$ cat src/rtl/secded_pkg.sv
package secded_pkg;

    localparam int DATA_W = 64;
    localparam int HAM_W  = 7;
    localparam int CW_W   = DATA_W + HAM_W + 1;
    localparam int LANES  = 4;

    typedef enum logic [1:0] {
        ST_CLEAN = 2'b00,
        ST_FIXED = 2'b01,
        ST_FATAL = 2'b10
    } ecc_stat_e;

    typedef struct packed {
        logic [DATA_W-1:0] data;
        ecc_stat_e         stat;
    } lane_res_t;

    function automatic logic is_chk_pos(input int p);
        return ((p & (p - 1)) == 0);
    endfunction

    // spread data into the non-power-of-two positions 3..71
    function automatic logic [CW_W-1:0] ham_place(input logic [DATA_W-1:0] d);
        logic [CW_W-1:0] cw;
        int idx;
        cw  = '0;
        idx = 0;
        for (int p = 1; p < CW_W; p++) begin
            if (!is_chk_pos(p)) begin
                cw[p] = d[idx];
                idx++;
            end
        end
        return cw;
    endfunction

    function automatic logic [DATA_W-1:0] ham_extract(input logic [CW_W-1:0] cw);
        logic [DATA_W-1:0] d;
        int idx;
        d   = '0;
        idx = 0;
        for (int p = 1; p < CW_W; p++) begin
            if (!is_chk_pos(p)) begin
                d[idx] = cw[p];
                idx++;
            end
        end
        return d;
    endfunction

    function automatic logic [HAM_W-1:0] ham_syndrome(input logic [CW_W-1:0] cw);
        logic [HAM_W-1:0] s;
        s = '0;
        for (int p = 1; p < CW_W; p++) begin
            if (cw[p]) s = s ^ HAM_W'(p);
        end
        return s;
    endfunction

    function automatic logic [CW_W-1:0] ham_encode(input logic [DATA_W-1:0] d);
        logic [CW_W-1:0]  cw;
        logic [HAM_W-1:0] s;
        cw = ham_place(d);
        s  = ham_syndrome(cw);
        for (int i = 0; i < HAM_W; i++) begin
            cw[1 << i] = s[i];
        end
        cw[0] = ^cw[CW_W-1:1];
        return cw;
    endfunction

endpackage

$ cat src/rtl/secded_lane_enc.sv
module secded_lane_enc
    import secded_pkg::*;
(
    input  logic [DATA_W-1:0] data_i,
    output logic [CW_W-1:0]   cw_o
);
    always_comb begin
        cw_o = ham_encode(data_i);
    end
endmodule

$ cat src/rtl/secded_lane_dec.sv
module secded_lane_dec
    import secded_pkg::*;
(
    input  logic [CW_W-1:0]   cw_i,
    output lane_res_t         res_o,
    output logic [DATA_W-1:0] raw_o
);
    logic [HAM_W-1:0] syn;
    logic             par_miss;
    logic [CW_W-1:0]  fixed;

    always_comb begin
        syn      = ham_syndrome(cw_i);
        par_miss = ^cw_i;
        fixed    = cw_i;
        res_o.stat = ST_CLEAN;
        if (syn != '0 && par_miss) begin
            // odd error count: single if syndrome points inside the word
            if (syn <= HAM_W'(CW_W - 1)) begin
                fixed[syn] = ~cw_i[syn];
                res_o.stat = ST_FIXED;
            end else begin
                res_o.stat = ST_FATAL;
            end
        end else if (syn != '0) begin
            res_o.stat = ST_FATAL;
        end else if (par_miss) begin
            fixed[0]   = ~cw_i[0];
            res_o.stat = ST_FIXED;
        end
        raw_o      = ham_extract(cw_i);
        res_o.data = (res_o.stat == ST_FATAL) ? raw_o : ham_extract(fixed);
    end
endmodule

$ cat src/rtl/row_weave.sv
module row_weave
    import secded_pkg::*;
#(
    parameter int NLANE = LANES,
    parameter bit UNWEAVE = 1'b0
) (
    input  logic [NLANE*CW_W-1:0] in_i,
    output logic [NLANE*CW_W-1:0] out_o
);
    // lane-major vector: lane k bit j at k*CW_W+j; row: at NLANE*j+k
    for (genvar k = 0; k < NLANE; k++) begin : g_lane
        for (genvar j = 0; j < CW_W; j++) begin : g_bit
            if (UNWEAVE) begin : g_un
                assign out_o[k*CW_W+j] = in_i[NLANE*j+k];
            end else begin : g_wv
                assign out_o[NLANE*j+k] = in_i[k*CW_W+j];
            end
        end
    end
endmodule

$ cat src/rtl/ileave_ecc_row.sv
module ileave_ecc_row
    import secded_pkg::*;
#(
    parameter int NLANE = LANES,
    localparam int ROW_W = NLANE * CW_W,
    localparam int BUS_W = NLANE * DATA_W
) (
    input  logic             clk,
    input  logic             rst,
    input  logic [BUS_W-1:0] wr_data,
    output logic [ROW_W-1:0] wr_row,
    input  logic             rd_req,
    input  logic [ROW_W-1:0] rd_row,
    output logic             rd_valid,
    output logic [BUS_W-1:0] rd_data,
    output logic [2*NLANE-1:0] rd_status
);
    logic [ROW_W-1:0]  enc_lanes;
    logic [ROW_W-1:0]  dec_lanes;
    lane_res_t         dec_res [NLANE];
    logic [DATA_W-1:0] dec_raw [NLANE];

    for (genvar k = 0; k < NLANE; k++) begin : g_codec
        secded_lane_enc u_enc (
            .data_i (wr_data[k*DATA_W +: DATA_W]),
            .cw_o   (enc_lanes[k*CW_W +: CW_W])
        );
        secded_lane_dec u_dec (
            .cw_i   (dec_lanes[k*CW_W +: CW_W]),
            .res_o  (dec_res[k]),
            .raw_o  (dec_raw[k])
        );
    end

    row_weave #(.NLANE(NLANE), .UNWEAVE(1'b0)) u_weave (
        .in_i  (enc_lanes),
        .out_o (wr_row)
    );

    row_weave #(.NLANE(NLANE), .UNWEAVE(1'b1)) u_unweave (
        .in_i  (rd_row),
        .out_o (dec_lanes)
    );

    always_ff @(posedge clk) begin
        if (rst) begin
            rd_valid  <= 1'b0;
            rd_data   <= '0;
            rd_status <= '0;
        end else begin
            rd_valid <= rd_req;
            if (rd_req) begin
                for (int k = 0; k < NLANE; k++) begin
                    rd_data[k*DATA_W +: DATA_W] <= dec_res[k].data;
                    rd_status[2*k +: 2]         <= dec_res[k].stat;
                end
            end
        end
    end

    // valid follows the request by exactly one cycle
    a_r7_valid_follows: assert property (@(posedge clk) disable iff (rst)
        rd_req |=> rd_valid);
    a_r7_valid_idle: assert property (@(posedge clk) disable iff (rst)
        !rd_req |=> !rd_valid);

    for (genvar k = 0; k < NLANE; k++) begin : g_chk
        // the unused status code never reaches the output
        a_r8_no_code3: assert property (@(posedge clk) disable iff (rst)
            rd_valid |-> rd_status[2*k +: 2] != 2'b11);
        // uncorrectable words leave the stored data untouched
        a_r5_fatal_raw: assert property (@(posedge clk) disable iff (rst)
            (rd_req && dec_res[k].stat == ST_FATAL) |-> dec_res[k].data == dec_raw[k]);
        // clean words pass through unchanged
        a_r2_clean_raw: assert property (@(posedge clk) disable iff (rst)
            (rd_req && dec_res[k].stat == ST_CLEAN) |-> dec_res[k].data == dec_raw[k]);
        // a correction changes at most one data bit
        a_r3_one_flip: assert property (@(posedge clk) disable iff (rst)
            (rd_req && dec_res[k].stat == ST_FIXED) |->
                $countones(dec_res[k].data ^ dec_raw[k]) <= 1);
    end
endmodule

$ cat config.mk
export PLATFORM = sky130hd
export DESIGN_NAME = ileave_ecc_row
export DESIGN_NICKNAME = d
export VERILOG_FILES = /design/src/rtl/secded_pkg.sv /design/src/rtl/secded_lane_enc.sv /design/src/rtl/secded_lane_dec.sv /design/src/rtl/row_weave.sv /design/src/rtl/ileave_ecc_row.sv
export SDC_FILE = /design/constraint.sdc
export NUM_CORES = 2
export LEC_CHECK = 0
export BUFFER_PORTS_ARGS = -buffer_cell sky130_fd_sc_hd__buf_2
export CAP_MARGIN = 20
export CORE_AREA = 2 2 425 427
export CTS_BUF_LIST = sky130_fd_sc_hd__clkbuf_4
export DETAILED_ROUTE_END_ITERATION = 8
export DIE_AREA = 0 0 427 429
export SYNTH_ARGS = -nofsm -noshare
export SYNTH_HDL_FRONTEND = slang
export SYNTH_SLANG_ARGS = --single-unit
$ cat constraint.sdc
create_clock -name clk -period 4.78 [get_ports clk]
set_clock_uncertainty 0.05 [all_clocks]
set_input_delay 0.239 -clock clk [delete_from_list [all_inputs] [get_ports clk]]
set_output_delay 0.239 -clock clk [all_outputs]
set_load 0.02 [all_outputs]
**Word level (Yosys, flattened, before mapping)**

Index checks and enable logic that the tools add are counted.

- Register bits: 265
- Input port bits: 547

- $lt $le $gt $ge: 12
- Equality and inequality tests: 4
- Multiplexer cells: 588
- Bitwise logic cells: 536
- Reduce and logical (&&, ||, !) cells: 20

Operator list:

| operator | number |
|---|---|
| $mux 6 | 252 |
| $mux 5 | 124 |
| $not 3->3 | 184 |
| $not 4->4 | 128 |
| $mux 7 | 60 |
| $bwmux 72 | 4 |
| $mux 72 | 4 |
| $reduce_xor 72->1 | 4 |
| $mux 71 | 4 |
| $reduce_xor 71->1 | 4 |
| $not 2->2 | 140 |
| $mux 64 | 4 |
| $mux 4 | 60 |
| $not 5->5 | 48 |
| $mux 3 | 28 |
| $mux 2 | 24 |
| $not 6->6 | 8 |
| $lt 7x8->1 const B | 4 |
| $bmux 1 s7 | 4 |
| $demux 1 s7 | 4 |
| $ge 7x1->1 const B | 4 |
| $le 7x7->1 const B | 4 |
| $reduce_bool 7->1 | 4 |
| $not 1->1 const A | 24 |
| 4 further kinds | 32 |

**Longest topological paths before layout**

- Word-level depth: 143
- Depth in mapped cells: 16

**Cells and area by module**

From an unflattened synthesis, not the netlist that was laid out.

- Cells, all modules: 4118
- Area, all modules: 36968.0 um2

By module, submodules not included:

| module | times used | cells each | area each (um2) |
|---|---|---|---|
| ileave_ecc_row | 1 | 853 | 9531.6 |
| secded_lane_dec at g_codec[1].u_dec ... | 2 | 480 | 3897.5 |
| secded_lane_enc at g_codec[1].u_enc ... | 3 | 177 | 1804.2 |
| row_weave | 2 | 288 | 2162.1 |
| secded_lane_dec at g_codec[3].u_dec | 1 | 510 | 4234.1 |
| secded_lane_dec at g_codec[0].u_dec | 1 | 508 | 3942.5 |
| secded_lane_enc at g_codec[0].u_enc | 1 | 180 | 1727.9 |

**Worst setup path before layout**

No wires, ideal clock.

- Path type: input port to flip-flop
- From: in rd_row[245]
- To: reg rd_data[77]
- Arrival time: 3.339 ns
- Required time: 4.605 ns
- Setup slack: 1.267 ns
- Stages on the path: 12
- Cells stage by stage: xnor3_2 > xnor3_2 > xnor3_2 > xnor2_4 > xor2_4 > nand3_2 > a2111o_1 > a211oi_4 > buf_6 > nand2_1 > a32oi_1 > o31ai_1

- Cells in the longest elaborated chain, start to end: 25
- Elaborated cells between the ends (all ways): 40
- Those cells by class: 3 x order compare; 1 x eq/ne; 23 x mux; 9 x bitwise; 4 x reduce/logical

RTL lines:

| element | line | RTL |
|---|---|---|
| start: declaration | ileave_ecc_row.sv:13 | `input logic [ROW_W-1:0] rd_row,` |
| $mux 6 | secded_pkg.sv:56 | `if (cw[p]) s = s ^ HAM_W'(p);` |
| $not 5->5 (no source line) | -- |  |
| $mux 6 | secded_pkg.sv:56 |  |
| $not 6->6 (no source line) | -- |  |
| $mux 6 | secded_pkg.sv:56 |  |
| $mux 7 (4 in series) | secded_pkg.sv:56 |  |
| $not 2->2 (no source line) | -- |  |
| $mux 7 | secded_pkg.sv:56 |  |
| [6 not listed] | -- |  |
| $lt 7x8->1 (not written as such) or $ge 7x1->1 (tied branches) | secded_lane_dec.sv:20 | `fixed[syn] = ~cw_i[syn];` |
| $logic_and 1x1->1 (not written as such) | secded_lane_dec.sv:20 |  |
| $mux 1 (not written as such) | secded_lane_dec.sv:20 |  |
| $demux 1 s7 | -- |  |
| $bwmux 72 | secded_lane_dec.sv:20 |  |
| $mux 72 | secded_lane_dec.sv:19 | `if (syn <= HAM_W'(CW_W - 1)) begin` |
| $mux 71 | secded_lane_dec.sv:17 | `if (syn != '0 && par_miss) begin` |
| $mux 64 * | secded_lane_dec.sv:32 | `res_o.data = (res_o.stat == ST_FATAL) ? raw_o : ham_extract(fixed);` |
| end signal: indexed assignment | ileave_ecc_row.sv:54 | `rd_data[k*DATA_W +: DATA_W] <= dec_res[k].data;` |
| end: declaration | ileave_ecc_row.sv:15 | `output logic [BUS_W-1:0] rd_data,` |

Mark *: on every way between the ends. The rest lies on a longest branch, timed or not. The select of a mux whose other input is x is not followed.
A chain may end at the register's enable or synchronous reset.

**Worst setup path in the final report**

- From: in rd_row[270]
- To: reg rd_data[187]

- Cells in the longest elaborated chain, start to end: 17
- Elaborated cells between the ends (all ways): 30
- Those cells by class: 3 x order compare; 1 x eq/ne; 17 x mux; 5 x bitwise; 4 x reduce/logical

RTL lines:

| element | line |
|---|---|
| $mux 7 | secded_pkg.sv:56 |
| $not 2->2 (no source line) | -- |
| $mux 7 | secded_pkg.sv:56 |
| $not 3->3 (no source line) | -- |
| $mux 7 | secded_pkg.sv:56 |
| $not 3->3 (no source line) | -- |
| $mux 7 | secded_pkg.sv:56 |
| $not 4->4 (no source line) | -- |
| $mux 7 | secded_pkg.sv:56 |
| $lt 7x8->1 (not written as such) or $ge 7x1->1 (tied branches) | secded_lane_dec.sv:20 |
| $logic_and 1x1->1 (not written as such) | secded_lane_dec.sv:20 |
| $mux 1 (not written as such) | secded_lane_dec.sv:20 |
| $demux 1 s7 | -- |
| $bwmux 72 | secded_lane_dec.sv:20 |
| $mux 72 | secded_lane_dec.sv:19 |
| $mux 71 | secded_lane_dec.sv:17 |
| $mux 64 * | secded_lane_dec.sv:32 |

Marked as above.

==> impl_summary.txt <==
----------------------------------------------------
[Status]
  Run status ... completed

[Cells and area]
  Reg area ... 0.00531 mm2
  Post-Route Utilization ... 0.233
  Area of the multi-input gates ... 0.0198 mm2
  Post-route cell area ... 0.0415 mm2
  Final nets ... 5,337
  Proportion of layout cells with a drive suffix above 1 ... 0.297
  Synth-to-Final Area Change ... 49.6%
  Layout filler cell count ... 19.6k

[Route]
  Total iterations of the first detailed-routing run ... 6
  DRC ... 0
  Avg WL per Cell ... 27.8 um
  Vias per Instance ... 4.64
  Post-DRT Antenna Nets ... 0
  Sum of routed wire length over all layers ... 201,000 um
  DRC violation total after the first TritonRoute iteration ... 3,514
  Number of vias in the routed layout ... 33.5k

[GRT]
  Number of global-route vias before repair ... 32.9k
  Pin count of the biggest net entering global routing ... 107
  Total Routing Usage GR ... 0.209
  Remaining Overflow, GRT ... 0
  First-pass GRT wire length ... 269,000 um
  Initial antenna violation count ... 37

[Worst setup path]
  Crit path max fanout ... 10
  Data arrival time at the worst-slack endpoint ... 5.62 ns
  Data required time of the critical path ... 5.65 ns
  Type of element launching the critical path ... primary input
  Type of element capturing the critical path ... register
  Worst setup path class ... primary input to register
  Number of cells on the worst reg-to-reg path ... 5

[Yosys]
  EDFF count, synth ... 0
  Library cell with the largest summed area after synthesis ... sky130_fd_sc_hd__xnor2_1
  Number of different library cells in the post-synthesis netlist ... 93
  Main synth FF type ... sky130_fd_sc_hd__dfxtp_1
  Gate count of the mapped netlist ... 3,321
  Top post-synthesis cells by count ... 848 x sky130_fd_sc_hd__xnor2_1, 326 x sky130_fd_sc_hd__nand2_1, 267 x sky130_fd_sc_hd__buf_4
  Count leader, synth ... sky130_fd_sc_hd__xnor2_1
  Synthesized area divided by synthesized cell count ... 8.36 um2
  Net Count, Synth ... 3,868
  Sequential element share of the synthesized area ... 0.191
  Yosys reg bits ... 265
  Fraction of synthesized cell area taken by the top area cell type ... 0.267
  Area contributors post-synth ... sky130_fd_sc_hd__xnor2_1 27%, sky130_fd_sc_hd__dfxtp_1 19%, sky130_fd_sc_hd__buf_4 7.2%, sky130_fd_sc_hd__xor2_1 5.1%, sky130_fd_sc_hd__nand2_1 4.4%
  Async set or reset register ratio after synthesis ... 0
  YS warnings ... 0
  Combined area of all synthesized cells ... 0.0278 mm2

[Placed design]
  Final weighted congestion of routability-driven global placement ... 1.03
  Instance area after placement ... 0.0346 mm2
  Half-perimeter wire length after detailed placement ... 163,000 um
  Buffers on Ports ... 1,099

[Clock tree]
  Count of clock tree sinks ... 265
  Maximum level of the CTS H-tree ... 3
  CTS Root Buffer Type ... sky130_fd_sc_hd__clkbuf_4
  Number of buffers created by CTS ... 86
  Clock transition at path regs ... 0.07 ns
  Largest buffer count on any clock path ... 3
  Clk_lat worst skew ... 1.07 ns
  CTS tree ... built

[Floorplan]
  Placement row count ... 155
  Total I/O pin count ... 1,100
  Die outline width ... 427 um
  Die Footprint ... 0.183 mm2
  Die extent in y ... 429 um
  Core area ... 0.178 mm2
  Starting density of the core ... 0.156

[Power]
  Leakage dissipation ... 0.0167 uW
  Power per Cell Area ... 709 mW/mm2
  Post-layout total power ... 29,400 uW
  Peak supply drop ... 0.000631 V

[STA]
  F_max ... 210 MHz
  Relative slew slack ... 0.259
  Crit share post-route ... 0.995
  Number of failing hold endpoints at the final stage ... 0
  Worst hold slack across all endpoints ... 0.196 ns
  Measured slew at the worst slew-check pin ... 1.10 ns
  Pins over their slew limit ... 0
  Setup violation total in the final timing report ... 0
  Final Critical Period ... 4.76 ns

[Worst hold path]
  Count of cells along the worst hold path ... 4
  Class of the tightest hold or removal check ... primary input to register

[Flow run]
  Max-cap viol count ... 0

----------------------------------------------------
[worst paths after layout]
check                                  from                        end  slack, ns
setup / recovery                rd_row[270]  rd_data[187]$_SDFFE_PP0P_       0.02
hold / removal                  rd_row[118]  rd_data[151]$_SDFFE_PP0P_       0.20
setup reg to reg  rd_data[104]$_SDFFE_PP0P_  rd_data[104]$_SDFFE_PP0P_       2.75
hold reg to reg   rd_data[169]$_SDFFE_PP0P_  rd_data[169]$_SDFFE_PP0P_       0.40
[metal layers]
layer	global-route usage	wire, um	vias to the layer above
li1	-	-	14400
met1	0.233	72500	16200
met2	0.321	87000	2257
met3	0.0909	24900	598
met4	0.138	16100	18
met5	0	181	-
[sequential cells by signal (all words and copies together), names as in the netlist]
signal / count
rd_data: 256
rd_status: 8
rd_valid: 1
[cells in the final DEF (no fill, tap or decap), types with 15 or more instances in the layout]
cell type                       instances
sky130_fd_sc_hd__nand3_1               71
sky130_fd_sc_hd__xnor3_1               32
sky130_fd_sc_hd__o31ai_1               54
sky130_fd_sc_hd__o21ai_0              130
sky130_fd_sc_hd__mux2i_1               90
sky130_fd_sc_hd__and3_1                54
sky130_fd_sc_hd__a31oi_1               15
sky130_fd_sc_hd__clkbuf_4             106
sky130_fd_sc_hd__buf_4                114
sky130_fd_sc_hd__buf_2               1099
sky130_fd_sc_hd__inv_1                 30
sky130_fd_sc_hd__o21ai_1               42
sky130_fd_sc_hd__xnor2_1              843
sky130_fd_sc_hd__o311ai_0              31
sky130_fd_sc_hd__dfxtp_1              265
sky130_fd_sc_hd__a21o_1                23
sky130_fd_sc_hd__o22ai_1               17
sky130_fd_sc_hd__nand2_1              325
sky130_fd_sc_hd__diode_2               15
sky130_fd_sc_hd__a211oi_1              17
sky130_fd_sc_hd__dlygate4sd3_1        577
sky130_fd_sc_hd__a32oi_1               84
sky130_fd_sc_hd__nor3_1                38
sky130_fd_sc_hd__a221o_1               26
sky130_fd_sc_hd__o211ai_1              42
sky130_fd_sc_hd__clkinv_1              21
sky130_fd_sc_hd__nor2_1               149
sky130_fd_sc_hd__xor2_1               160
sky130_fd_sc_hd__o221ai_1              18
sky130_fd_sc_hd__a21oi_1               73
[worst max-delay path, stage by stage]
cell,delay [ns]
sky130_fd_sc_hd__dlygate4sd3_1,0.55
sky130_fd_sc_hd__buf_2,0.17
sky130_fd_sc_hd__xnor2_1,0.41
sky130_fd_sc_hd__xnor2_1,0.22
sky130_fd_sc_hd__xor2_2,0.45
sky130_fd_sc_hd__xnor3_1,0.44
sky130_fd_sc_hd__xnor3_1,0.43
sky130_fd_sc_hd__and2_1,0.25
sky130_fd_sc_hd__a311o_2,0.48
sky130_fd_sc_hd__nand3_1,0.35
sky130_fd_sc_hd__nor2_1,0.13
sky130_fd_sc_hd__mux2i_1,0.25
sky130_fd_sc_hd__dlygate4sd3_1,0.59
sky130_fd_sc_hd__o21ai_0,0.06
sky130_fd_sc_hd__dlygate4sd3_1,0.58
[final cells by class]
| class | count | share of cell area |
|---|---|---|
| Multi-Input combinational cell | 2604 | 0.476 |
| Tap cell | 2355 | 0.0709 |
| Timing Repair Buffer | 1801 | 0.297 |
| Clock inverter | 34 | 0.00497 |
| Antenna cell | 15 | 0.000904 |
| Inverter | 32 | 0.00301 |
| Clock buffer | 106 | 0.0192 |
| Sequential cell | 265 | 0.128 |
[where the power goes]
group / leakage (uW) / internal, uW / switching (uW)
clock network: 0.000589 / 1110 / 1290
registers: 0.00219 / 2390 / 119
logic: 0.0139 / 8500 / 16000
total: 0.0167 / 12000 / 17400
[stage by stage]
step	setup slack [ns]	TNS (ns)	cells
after floorplan	1.27	0	3321
after global placement	0.387	0	6478
after detailed placement	0.421	0	6478
after CTS	0.134	0	7195
after global routing	-0.00880	-0.00880	7206
final	0.0240	0	7212
[cell families after synthesis]
logic type / synth area share
compound gates: 0.179
xor+xnor: 0.365
buf+inv: 0.101
simple gates: 0.124
flops: 0.191
mux: 0.0401
[repair_timing]
action,4_1_cts,5_1_grt
setup buffers,0,2
hold buffers,577,0
hold endpoints to repair,264,0
endpoints found under the setup margin,0,20
resized for setup,0,11
Power figures use the tool's default switching activity.
